$ cat src/rtl/qmix_pkg.sv
// Package: shared sizing and channel indices for the quadrature mixer.
// Assumes a four-phase oscillator, i.e. a two-stage toggle chain.
package qmix_pkg;
    localparam int PHASE_W = 2;             // toggle stages in the divider
    localparam int NUM_CH  = 2;             // in-phase and quadrature
    localparam int CH_I    = 0;
    localparam int CH_Q    = 1;
endpackage

$ cat src/rtl/qmix_lo_div.sv
// Module: toggle-stage divider producing the I and Q square waves.
// Each stage toggles when the sample strobe is high and all lower stages
// are 1, giving a synchronous binary count. The oscillators are decoded
// from that count after adding a phase rotation.
// Assumes PHASE_W >= 2; reset is synchronous, active low.
module qmix_lo_div #(
    parameter int PHASE_W = qmix_pkg::PHASE_W
) (
    input  logic               clk,
    input  logic               rst_n,
    input  logic               adv_i,
    input  logic [PHASE_W-1:0] phase_ofs_i,
    output logic               lo_i_o,
    output logic               lo_q_o
);
    logic [PHASE_W-1:0] tq;
    logic [PHASE_W:0]   carry;
    logic [PHASE_W-1:0] idx;

    assign carry[0] = adv_i;

    for (genvar j = 0; j < PHASE_W; j++) begin : g_stage
        // Carry into the next stage: this stage is at 1 and is toggling.
        assign carry[j+1] = carry[j] & tq[j];

        // Toggle stage j when its carry input is high.
        always_ff @(posedge clk) begin
            if (!rst_n)        tq[j] <= 1'b0;
            else if (carry[j]) tq[j] <= ~tq[j];
        end
    end

    // Rotate the count, then decode the top two bits into I and Q levels.
    always_comb begin
        idx    = tq + phase_ofs_i;
        lo_i_o = ~idx[PHASE_W-1];
        lo_q_o = idx[PHASE_W-1] ^ idx[PHASE_W-2];
    end


    quarter_lag_chk: assert property (@(posedge clk) disable iff (!rst_n)
        adv_i |=> (phase_ofs_i != $past(phase_ofs_i)) || (lo_q_o == $past(lo_i_o)));


    hold_when_idle_chk: assert property (@(posedge clk) disable iff (!rst_n)
        !adv_i |=> $stable(tq));
endmodule

$ cat src/rtl/qmix_prod.sv
// Module: registered sign multipliers, one per oscillator channel.
// Encoding: 1 means +1 and 0 means -1, so the product is an XNOR.
// The strobe is forwarded with the same one-cycle delay.
// Assumes synchronous active-low reset.
module qmix_prod #(
    parameter int NUM_CH = qmix_pkg::NUM_CH
) (
    input  logic              clk,
    input  logic              rst_n,
    input  logic              valid_i,
    input  logic              data_i,
    input  logic [NUM_CH-1:0] lo_i,
    output logic [NUM_CH-1:0] prod_o,
    output logic              valid_o
);
    for (genvar c = 0; c < NUM_CH; c++) begin : g_ch
        // Capture the sign product of data and oscillator on a valid sample.
        always_ff @(posedge clk) begin
            if (!rst_n)       prod_o[c] <= 1'b0;
            else if (valid_i) prod_o[c] <= ~(data_i ^ lo_i[c]);
        end
    end

    // Delay the sample strobe to line up with the products.
    always_ff @(posedge clk) begin
        if (!rst_n) valid_o <= 1'b0;
        else        valid_o <= valid_i;
    end


    strobe_delay_chk: assert property (@(posedge clk) disable iff (!rst_n)
        valid_i |=> valid_o);


    idle_hold_chk: assert property (@(posedge clk) disable iff (!rst_n)
        !valid_i |=> !valid_o && $stable(prod_o));
endmodule

$ cat src/rtl/qmix_top.sv
// Module: single-bit quadrature down-mixer top.
// The divider is clocked by the sample strobe (4x the oscillator rate),
// and the oscillator levels feed the registered product stage.
// Assumes one-bit input data and synchronous active-low reset.
module qmix_top (
    input  logic       clk,
    input  logic       rst_n,
    input  logic       smp_valid,
    input  logic       smp_bit,
    input  logic [1:0] phase_ofs,
    output logic       i_bit,
    output logic       q_bit,
    output logic       prod_valid,
    output logic       lo_i,
    output logic       lo_q
);
    import qmix_pkg::*;

    logic [NUM_CH-1:0] lo_vec;
    logic [NUM_CH-1:0] prod_vec;

    qmix_lo_div #(.PHASE_W(PHASE_W)) div_i (
        .clk        (clk),
        .rst_n      (rst_n),
        .adv_i      (smp_valid),
        .phase_ofs_i(phase_ofs),
        .lo_i_o     (lo_i),
        .lo_q_o     (lo_q)
    );

    assign lo_vec[CH_I] = lo_i;
    assign lo_vec[CH_Q] = lo_q;

    qmix_prod #(.NUM_CH(NUM_CH)) prod_i (
        .clk    (clk),
        .rst_n  (rst_n),
        .valid_i(smp_valid),
        .data_i (smp_bit),
        .lo_i   (lo_vec),
        .prod_o (prod_vec),
        .valid_o(prod_valid)
    );

    assign i_bit = prod_vec[CH_I];
    assign q_bit = prod_vec[CH_Q];


    i_product_chk: assert property (@(posedge clk) disable iff (!rst_n)
        smp_valid |=> i_bit == ($past(smp_bit) == $past(lo_i)));


    q_product_chk: assert property (@(posedge clk) disable iff (!rst_n)
        smp_valid |=> q_bit == ($past(smp_bit) == $past(lo_q)));
endmodule

$ cat config.mk
export PLATFORM = sky130hd
export DESIGN_NAME = qmix_top
export DESIGN_NICKNAME = d
export VERILOG_FILES = /design/src/rtl/qmix_pkg.sv /design/src/rtl/qmix_lo_div.sv /design/src/rtl/qmix_prod.sv /design/src/rtl/qmix_top.sv
export SDC_FILE = /design/constraint.sdc
export NUM_CORES = 1
export LEC_CHECK = 0
export ABC_CLOCK_PERIOD_IN_PS = 2800
export BUFFER_PORTS_ARGS = -buffer_cell sky130_fd_sc_hd__buf_2
export CORE_AREA = 5 5 42 44
export CTS_CLUSTER_DIAMETER = 40
export CTS_CLUSTER_SIZE = 24
export DETAILED_ROUTE_END_ITERATION = 10
export DIE_AREA = 0 0 47 49
export HOLD_SLACK_MARGIN = 0.12
export SLEW_MARGIN = 20
export SYNTH_ARGS = -nofsm -noshare
export SYNTH_HDL_FRONTEND = slang
export SYNTH_HIERARCHICAL = 1
export SYNTH_SLANG_ARGS = --single-unit
$ cat constraint.sdc
create_clock -name clk -period 2.8 [get_ports clk]
set_clock_uncertainty 0.15 [all_clocks]
set_input_delay 0.14 -clock clk [delete_from_list [all_inputs] [get_ports clk]]
set_output_delay 0.14 -clock clk [all_outputs]
set_load 0.02 [all_outputs]
==> results.yml <==
synth:
  synth_top_area_share: 0.4255
  ys_warn_count: 6
  avgSynthCellArea_sq_um: 11.20
  ys_top_cells_by_count: "5 x dfxtp_1, 3 x xor2_1, 2 x nand3b_1, 2 x o21ai_1"
  ys_top_cells_by_area: "dfxtp_1 43%, xor2_1 11%, xnor3_2 10%"
  synthCells: 21
  synthFlopType: "dfxtp_1"
  synth_top_cell_by_area: "dfxtp_1"
  synth_edf_count: 0
  synth_nets: 28
  synth_seq_cells: 5
  ys_types: 13
  synth_most_common_cell: "dfxtp_1"
  synthArstFlopShare: 0
  netlist_area_sq_um: 235.2
  ys_seq_area_frac: 0.4255
floorplan:
  num_rows: 14
  core_sq_mm: 0.001401
  dieHeight_um: 49
  fp.dieArea_sq_mm: 0.002303
  die-width_um: 47
  io_pins: 11
  initial_utilization: 0.1679
sta:
  slew_headroom: 0.8651
  timing.fmax_mhz: 533.0
  min_period_ps: 1876
  worst_slack_ps: 923.8
  min_period_over_period: 0.6701
  tns_ps: 0
  fin_hold_ws_ps: 241.2
  worstMarginPinSlew_ps: 200.9
  slew_viol_final: 0
  finalHoldViolCount: 0
  setup_violations: 0
  grt_setup_unrepaired: "no"
setup_path:
  start_kind: "flip-flop"
  required_ps: 2510
  ff2ff_path_depth: 5
  path_class: "flip-flop to primary output"
  cpMaxStageDelayCell: "xnor3_2"
  crit_chain: "ha_1, xnor3_2, xnor2_1, buf_2"
  max_stage_delay_ps: 400
  arrival_ps: 1590
  endpoint_kind: "primary output"
  path_max_fanout: 4
clocking:
  numCtsBuffers: 3
  cts.path.max_buffers: 2
  cts_tree: "yes"
  post_cts_resized: 0
  clkTransAtPathRegs_ps: 40
  htree_levels: 1
  cts_sinks: 5
  clk-insertion-delay-late_ps: 240
  post_cts_buffers: 0
  root_buffer: "clkbuf_4"
  postCtsHoldBufs: 3
drt:
  vias: 207
  wl_um: 463
  wl_per_cell_um: 8.574
  antenna_left: 0
  drc: 0
  viasPerCell: 3.833
  drtIter0Drc: 4
  first_pass_iters: 4
global_routing:
  grt.total_usage: 0.05148
  antenna_found_initial: 0
  overflow: 0
  grt_max_degree: 7
  grt_pass1_wl_um: 759
  grt_pass1_vias: 176
layout:
  fin_nets: 46
  n_fill_cell: 157
  area_growth_pct: 53.72
  drive_gt1_frac: 0.3947
  antenna_cells: 0
placed_design:
  io_buffers: 10
  dpl_worst_slack_ps: 1132
  routabilityCongestion: 0.5866
flow_run:
  maxCapViolations: 0
power_and_ir_drop:
  p_per_area_mw_per_mm2: 644.6
  p_leak_nw: 0.1762
  ir_drop_uv: 231.0
min_path:
  hp-class: "input port to flip-flop"
  hold_depth: 4
run_status:
  status: "completed"
## stage by stage
stage / instances / utilization / instance area [sq um] / total power, W
after floorplan: 21 / - / 235.2 / 0.0001282
after global placement: 47 / 0.2179 / 305.3 / 0.0001487
after detailed placement: 47 / 0.2179 / 305.3 / 0.0001492
after CTS: 54 / 0.2580 / 361.6 / 0.0002386
after global routing: 54 / 0.2580 / 361.6 / 0.0002491
final: 54 / 0.2580 / 361.6 / 0.0002331
## registers in the layout, indices dropped and copies added (netlist names)
| name | count |
|---|---|
| div_i/tq | 2 |
| prod_i/valid_o | 1 |
| prod_i/prod_o | 2 |
## kinds of logic (layout without fill, tap and decap cells)
kind of cell / count (synthesis) / in the layout / synth area share
xor+xnor: 5 / 5 / 0.2500
buf+inv: 1 / 18 / 0.01594
fa+ha+maj: 1 / 1 / 0.05318
compound gates: 4 / 4 / 0.1064
simple gates: 5 / 5 / 0.1489
flops: 5 / 5 / 0.4255
## cell usage in the layout (no fill, tap or decap)
master         netlist  routed
buf_2                0      10
dfxtp_1              5       5
clkbuf_4             0       3
xor2_1               3       3
dlygate4sd3_1        0       3
nand3b_1             2       2
o21ai_1              2       2
clkbuf_1             0       1
xnor3_2              1       1
xnor2_1              1       1
and2_1               1       1
a21boi_0             1       1
and3b_2              1       1
o21a_1               1       1
ha_1                 1       1
nand2_1              1       1
inv_1                1       1
## report_power, final
group          total [W]  leakage, nW  switching, W  internal [W]
clock network  0.0000828       0.0150     0.0000290     0.0000538
registers      0.0000833       0.0414    0.00000433     0.0000789
logic          0.0000670        0.120     0.0000360     0.0000310
total           0.000233        0.176     0.0000693      0.000164
## routing by layer
| layer | global-route usage | part of all wire | wire (um) |
|---|---|---|---|
| met1 | 0.06623 | 0.47 | 216 |
| met2 | 0.04977 | 0.40 | 185 |
| met3 | 0.03321 | 0.13 | 61 |
| met4 | 0.05530 | 0 | 0 |
| met5 | 0 | 0 | 0 |
## path summary, 6_finish.rpt
path / startpoint / to / slack (ps)
worst max-delay path: div_i/tq[0]$_SDFFE_PN0P_ / lo_q / 920
worst min-delay path: phase_ofs[1] / prod_i/prod_o[0]$_SDFFE_PN0P_ / 240
worst max register to register: div_i/tq[0]$_SDFFE_PN0P_ / prod_i/prod_o[1]$_SDFFE_PN0P_ / 1150
worst min register to register: prod_i/prod_o[0]$_SDFFE_PN0P_ / prod_i/prod_o[0]$_SDFFE_PN0P_ / 330
## layout make-up
class	count	area, sq um	share of cell area
multi-input combinational	15	131.4	0.3633
sequential	5	100.1	0.2768
timing repair buffer	13	80.08	0.2215
clock buffer	4	26.28	0.07266
tap	16	20.02	0.05536
inverter	1	3.754	0.01038
## critical path: cells and delay by family, from the launching register on
family / cells / cell delay (ps)
XOR/XNOR: 2 / 610
flip-flops: 1 / 330
adder cells (fa/ha/maj): 1 / 200
buffers and inverters: 1 / 200
Note: power is estimated with default switching activity, not from simulation.
